$ cat config.mk
export PLATFORM = sky130hd
export DESIGN_NAME = odt_window_calc
export DESIGN_NICKNAME = d
export VERILOG_FILES = /design/src/rtl/odt_win_pkg.sv /design/src/rtl/odt_cs_field_sel.sv /design/src/rtl/odt_bound_calc.sv /design/src/rtl/odt_window_calc.sv
export SDC_FILE = /design/constraint.sdc
export NUM_CORES = 1
export LEC_CHECK = 0
export BUFFER_PORTS_ARGS = -buffer_cell sky130_fd_sc_hd__clkbuf_2
export CORE_MARGIN = 2
export CORE_UTILIZATION = 40
export CTS_BUF_LIST = sky130_fd_sc_hd__clkbuf_16
export DETAILED_ROUTE_END_ITERATION = 6
export SLEW_MARGIN = 20
export SYNTH_ARGS = -nofsm -noshare
export SYNTH_HDL_FRONTEND = slang
export SYNTH_SLANG_ARGS = --single-unit
$ cat constraint.sdc
create_clock -name clk -period 4.4 [get_ports clk]
set_input_delay 0.22 -clock clk [delete_from_list [all_inputs] [get_ports clk]]
set_output_delay 0.22 -clock clk [all_outputs]
set_load 0.1 [all_outputs]
$ cat src/rtl/odt_win_pkg.sv
package odt_win_pkg;
  typedef enum logic [2:0] {
    S_IDLE,
    S_RD_DLY,
    S_CS_EVAL,
    S_RD_LANE,
    S_CALC,
    S_WR_LO,
    S_WR_HI
  } odt_state_e;
endpackage

$ cat src/rtl/odt_cs_field_sel.sv
module odt_cs_field_sel #(
  parameter int DW        = 32,
  parameter int NUM_CS    = 4,
  parameter int CS_STRIDE = 8,
  parameter int SW        = 4,
  parameter int CSW       = 2
) (
  input  logic [DW-1:0]  word,
  input  logic [CSW-1:0] sel,
  output logic [SW-1:0]  field
);
  logic [SW-1:0] fields [NUM_CS];

  for (genvar c = 0; c < NUM_CS; c++) begin : g_field
    assign fields[c] = word[c*CS_STRIDE +: SW];
  end

  always_comb begin
    field = '0;
    for (int c = 0; c < NUM_CS; c++)
      if (sel == CSW'(c)) field = fields[c];
  end
endmodule

$ cat src/rtl/odt_bound_calc.sv
module odt_bound_calc #(
  parameter int SW       = 4,
  parameter int PW       = 4,
  parameter int LO_FW    = 4,
  parameter int HI_FW    = 5,
  parameter int LO_CLAMP = 15,
  parameter int HI_CLAMP = 31
) (
  input  logic [SW-1:0]        min_s,
  input  logic [SW-1:0]        max_s,
  input  logic signed [PW-1:0] phase,
  output logic [LO_FW-1:0]     lo_field,
  output logic [HI_FW-1:0]     hi_field
);
  int lower_i;
  int upper_i;

  always_comb begin
    // unsigned semantics: a negative lower edge wraps high and clamps
    lower_i = int'(min_s) - 1;
    if (lower_i < 0 || lower_i >= LO_CLAMP) lower_i = LO_CLAMP;
    lo_field = LO_FW'(lower_i - 1);

    upper_i = int'(max_s) + 4 + (int'(phase) + 1) / 2 + 1;
    if (upper_i >= HI_CLAMP) upper_i = HI_CLAMP;
    if (upper_i < 0) upper_i = 0;
    hi_field = HI_FW'(upper_i);
  end
endmodule

$ cat src/rtl/odt_window_calc.sv
module odt_window_calc
  import odt_win_pkg::*;
#(
  parameter int AW          = 16,
  parameter int DW          = 32,
  parameter int NUM_CS      = 4,
  parameter int NUM_OCTETS  = 4,
  parameter int CS_STRIDE   = 8,
  parameter int SW          = 4,
  parameter int PW          = 4,
  parameter int PH_LSB      = 6,
  parameter int PH_W        = 2,
  parameter int LO_FW       = 4,
  parameter int HI_FW       = 5,
  parameter int LO_LSB      = 12,
  parameter int HI_LSB      = 16,
  parameter int LANE_STRIDE = 4,
  parameter logic [AW-1:0] DLY_ADDR  = 16'h0100,
  parameter logic [AW-1:0] LANE_BASE = 16'h0200,
  parameter logic [AW-1:0] ODT_ADDR  = 16'h0300
) (
  input  logic          clk,
  input  logic          rst,
  input  logic          start,
  output logic          done,
  output logic          req_valid,
  output logic          req_write,
  output logic [AW-1:0] req_addr,
  output logic [DW-1:0] req_wdata,
  output logic [DW-1:0] req_wmask,
  input  logic          req_ack,
  input  logic [DW-1:0] req_rdata
);
  localparam int CSW = (NUM_CS > 1) ? $clog2(NUM_CS) : 1;
  localparam int OCW = (NUM_OCTETS > 1) ? $clog2(NUM_OCTETS) : 1;
  localparam logic signed [PW-1:0] PH_MIN = {1'b1, {(PW-1){1'b0}}};
  localparam logic [DW-1:0] LO_MASK = DW'((2**LO_FW) - 1) << LO_LSB;
  localparam logic [DW-1:0] HI_MASK = DW'((2**HI_FW) - 1) << HI_LSB;

  odt_state_e           state;
  logic [DW-1:0]        dly_word;
  logic [CSW-1:0]       cs_idx;
  logic [OCW-1:0]       oct_idx;
  logic [SW-1:0]        max_s, min_s, cur_s;
  logic signed [PW-1:0] phase, ph_new;
  logic [LO_FW-1:0]     lo_f;
  logic [HI_FW-1:0]     hi_f;
  logic                 last_cs, last_oct;

  odt_cs_field_sel #(.DW(DW), .NUM_CS(NUM_CS), .CS_STRIDE(CS_STRIDE), .SW(SW), .CSW(CSW))
    u_sel (.word(dly_word), .sel(cs_idx), .field(cur_s));

  odt_bound_calc #(.SW(SW), .PW(PW), .LO_FW(LO_FW), .HI_FW(HI_FW))
    u_bound (.min_s(min_s), .max_s(max_s), .phase(phase), .lo_field(lo_f), .hi_field(hi_f));

  assign ph_new   = $signed({{(PW-PH_W){1'b0}}, req_rdata[PH_LSB +: PH_W]});
  assign last_cs  = (cs_idx == CSW'(NUM_CS - 1));
  assign last_oct = (oct_idx == OCW'(NUM_OCTETS - 1));

  always_ff @(posedge clk) begin
    if (rst) begin
      state     <= S_IDLE;
      done      <= 1'b0;
      req_valid <= 1'b0;
      req_write <= 1'b0;
      req_addr  <= '0;
      req_wdata <= '0;
      req_wmask <= '0;
      dly_word  <= '0;
      cs_idx    <= '0;
      oct_idx   <= '0;
      max_s     <= '0;
      min_s     <= '1;
      phase     <= PH_MIN;
    end else begin
      done <= 1'b0;
      case (state)
        S_IDLE: if (start) begin
          req_valid <= 1'b1;
          req_write <= 1'b0;
          req_addr  <= DLY_ADDR;
          req_wdata <= '0;
          req_wmask <= '0;
          state     <= S_RD_DLY;
        end
        S_RD_DLY: if (req_ack) begin
          dly_word  <= req_rdata;
          req_valid <= 1'b0;
          cs_idx    <= '0;
          max_s     <= '0;
          min_s     <= '1;
          phase     <= PH_MIN;
          state     <= S_CS_EVAL;
        end
        S_CS_EVAL: begin
          if (cur_s < min_s) min_s <= cur_s;
          if (cur_s >= max_s) begin
            if (cur_s == max_s) phase <= PH_MIN;
            max_s     <= cur_s;
            oct_idx   <= '0;
            req_valid <= 1'b1;
            req_addr  <= LANE_BASE;
            state     <= S_RD_LANE;
          end else if (last_cs) begin
            state <= S_CALC;
          end else begin
            cs_idx <= cs_idx + 1'b1;
          end
        end
        S_RD_LANE: if (req_ack) begin
          if (ph_new >= phase) phase <= ph_new;
          if (last_oct) begin
            req_valid <= 1'b0;
            if (last_cs) state <= S_CALC;
            else begin
              cs_idx <= cs_idx + 1'b1;
              state  <= S_CS_EVAL;
            end
          end else begin
            oct_idx  <= oct_idx + 1'b1;
            req_addr <= req_addr + AW'(LANE_STRIDE);
          end
        end
        S_CALC: begin
          req_valid <= 1'b1;
          req_write <= 1'b1;
          req_addr  <= ODT_ADDR;
          req_wdata <= DW'(lo_f) << LO_LSB;
          req_wmask <= LO_MASK;
          state     <= S_WR_LO;
        end
        S_WR_LO: if (req_ack) begin
          req_wdata <= DW'(hi_f) << HI_LSB;
          req_wmask <= HI_MASK;
          state     <= S_WR_HI;
        end
        S_WR_HI: if (req_ack) begin
          req_valid <= 1'b0;
          req_write <= 1'b0;
          done      <= 1'b1;
          state     <= S_IDLE;
        end
        default: state <= S_IDLE;
      endcase
    end
  end

  // a pending request is held unchanged until acknowledged
  a_r9_req_hold: assert property (@(posedge clk) disable iff (rst)
    (req_valid && !req_ack) |=> (req_valid && $stable(req_addr) &&
                                 $stable(req_write) && $stable(req_wdata)));

  // done lasts one cycle
  a_r10_done_pulse: assert property (@(posedge clk) disable iff (rst)
    done |=> !done);

  // done follows an acknowledged write
  a_r10_done_after_wr: assert property (@(posedge clk) disable iff (rst)
    done |-> $past(req_ack && req_write));

  // every write targets the ODT timing register
  a_r7_wr_addr: assert property (@(posedge clk) disable iff (rst)
    (req_valid && req_write) |-> (req_addr == ODT_ADDR));

  // at least one octet scan has replaced the reset phase before bounds are used
  a_r5_phase_loaded: assert property (@(posedge clk) disable iff (rst)
    (state == S_CALC) |-> (phase >= 0));
endmodule

==> flow_summary.toml <==
[clocking]
cts.path.max_buffers = 2
hold_buffers = 0
insertion_delay_ns = 0.32
cts.repair.resized = 0
cts_tree = "built"
htree_levels = 3
cts.sinks = 62
root_buffer = "clkbuf_16"
post_cts_buffers = 0
clkTransAtPathRegs_ns = 0.06
cts_buffers = 9

[critical_path]
worst_r2r_path_depth = 14
worstPathMaxFanout = 24
end_kind = "flip-flop"
arrival_ns = 3.90
crit_path_end = "req_wdata[20]"
r2r_slack_ns = 0.71
setup.worst_path.start_class = "flip-flop"
critPathKind = "flip-flop to flip-flop"
reg2reg_from = "phase[3]"
cp_data_required_time_ns = 4.60
timing.rr.end = "req_wdata[20]"
cp-startpoint = "phase[3]"

[placement]
port_buffers = 56
post_dp_cell_area_mm2 = 0.004489
gp_congestion = 0.8297
dp_hpwl_mm = 6.706
pre_cts_slack_ns = 0.7312

[detailed_routing]
routed_via_density = 4.953
via_count = 3655
antenna_left = 0
drc = 0
drt_iter0_markers = 232
routed_wl_mm = 8.985
firstDrtPassIters = 4
avgRoutedWirePerCell_um = 12.17

[yosys]
ys.warnings.count = 0
synth_edf_count = 0
yosysUniqueCellTypes = 55
syn_area_per_cell_um2 = 7.784
ys_ff_latch = 62
netlist_area_mm2 = 0.004320
netlist_instances = 555
ys_seq_area_share_pct = 28.73
synth_ff_type = "dfxtp_1"
synthArstFlopShare_pct = 0

[power]
fin_total_pwr_mw = 1.726
p_per_area_mw_per_mm2 = 360.6
p_leak_nw = 2.138
ir_worst_vdd_v = 0.0001722

[global_routing]
grt_pass1_vias = 3411
grt_overflow = 0
antenna_found_initial = 0
grt_max_degree = 53
grt_pass1_wl_mm = 15.35
grtUsageTotal_pct = 16.16

[final_layout]
layout_commonest_cell = "nand2_1"
fin_util_pct = 45.96
fin_area_mm2 = 0.004787
synthToLayoutAreaGrowth_pct = 10.80
nets = 679
antennaDiodeCount = 0
drive_gt1_share_pct = 14.45
final_cell_mix = "nand2_1 (75), dfxtp_1 (62), clkbuf_2 (56)"

[floorplanning]
num_rows = 37
initial_core_util_pct = 41.48
die_w_um = 107.9
die-area_mm2 = 0.01165
ios = 119
die_h_um = 107.9
core_area_mm2 = 0.01042

[sta]
post-route-period-util_pct = 83.98
slew_headroom_pct = 29.42
tns_ns = 0
worstMarginPinSlew_ns = 1.053
finalSetupViolations = 0
final_max_slew_viol_count = 0
fmax_mhz = 270.6
finClkSkew_ns = 0.004777
postLayoutSetupSlackWorst_ns = 0.7050
rsz0062_at_grt = "false"
min_period_ns = 3.695
hold_viol_final = 0

[run]
max-cap-violations = 0

[min_path]
hold_class = "input port to flip-flop"

[status]
outcome = "complete, no violations"
-- kinds of logic after synthesis --
logic type,Yosys count,share of synthesized area (%)
AO/OA/AOI/OAI,110,15.06
AND/OR/NAND/NOR,207,23.69
XOR/XNOR,19,3.852
other,1,0.08680
flip-flops,62,28.73
buffers and inverters,106,14.16
multiplexers,4,0.9268
adder cells (fa/ha/maj),46,13.50
-- metal layers --
layer	track usage [%]	wire length [um]	share of wire (%)
met5	0	0	0
met2	27.85	4417	49
met1	20.54	4204	47
met4	4.212	53	0.59
met3	3.329	309	3.4
-- cells in the mapped netlist, drive strengths merged (3+ instances only) --
cell type | n | area (um2)
a21o | 4 | 30.03
a21oi | 52 | 260.3
a22o | 3 | 26.28
a31oi | 3 | 18.77
and2 | 3 | 18.77
buf | 59 | 435.4
clkbuf | 20 | 75.07
dfxtp | 62 | 1241
ha | 45 | 563.0
inv | 27 | 101.3
mux2i | 4 | 40.04
nand2 | 76 | 292.8
nand2b | 5 | 31.28
nand3 | 14 | 70.07
nand3b | 3 | 22.52
nand4 | 11 | 68.82
nor2 | 43 | 161.4
nor2b | 10 | 62.56
nor3 | 16 | 90.09
nor3b | 3 | 22.52
nor4 | 5 | 31.28
nor4b | 6 | 65.06
o21a | 3 | 22.52
o21ai | 27 | 135.1
or3 | 7 | 43.79
xnor2 | 14 | 122.6
xor2 | 5 | 43.79
-- worst max-delay path: stages, from the launching register on --
cell and delay [ns]:
dfxtp_1 0.86, nand2b_1 0.13, ha_1 0.30, inv_1 0.06, ha_1 0.20, fa_1 0.25, a21oi_1 0.09, o221ai_1 0.35
nand2_1 0.14, ha_1 0.33, nor4b_1 0.25, nand4_1 0.13, a211o_1 0.30, nor2_1 0.11, o21ai_0 0.08
-- cell type report --
class / count / area, um2
clock inverters: 7 / 72.57
inverters: 27 / 101.3
flip-flops and latches: 62 / 1241
well taps: 136 / 170.2
fillers: 1046 / 5629
multi-input cells: 434 / 2644
clock buffers: 9 / 225.2
repair buffers: 63 / 332.8
-- worst min path at each step --
| stage | start | endpoint | slack [ns] | cells past startpoint |
|---|---|---|---|---|
| 2_1_floorplan | req_rdata[0] | dly_word[0] | 0.36 | 2 |
| 3_3_place_gp | req_wdata[19] | req_wdata[19] | 0.44 | 2 |
| 3_5_place_dp | req_wdata[17] | req_wdata[17] | 0.45 | 2 |
| 4_1_cts | req_rdata[3] | dly_word[3] | 0.11 | 3 |
| 5_1_grt | req_rdata[17] | dly_word[17] | 0.12 | 3 |
| 6_report | req_rdata[3] | dly_word[3] | 0.12 | 3 |
-- metrics by stage --
stage	hold slack, ns	std cells
2_1_floorplan	0.3560	602
3_3_place_gp	0.4383	722
3_5_place_dp	0.4465	722
4_1_cts	0.1124	738
5_1_grt	0.1205	738
6_report	0.1194	738
-- report_power, final --
part	internal, mW	total [mW]	switching, mW
clock	0.439	0.705	0.266
sequential	0.578	0.601	0.0229
combinational	0.0828	0.421	0.338
total	1.10	1.73	0.627
-- registers in the layout, summed over array words and instances (netlist names), 2 cells and up --
name       flops
state          3
dly_word      16
req_wmask      2
max_s          4
req_wdata      9
oct_idx        2
phase          3
cs_idx         2
req_addr      14
min_s          4
No activity file was read; power rests on OpenSTA's default activity.
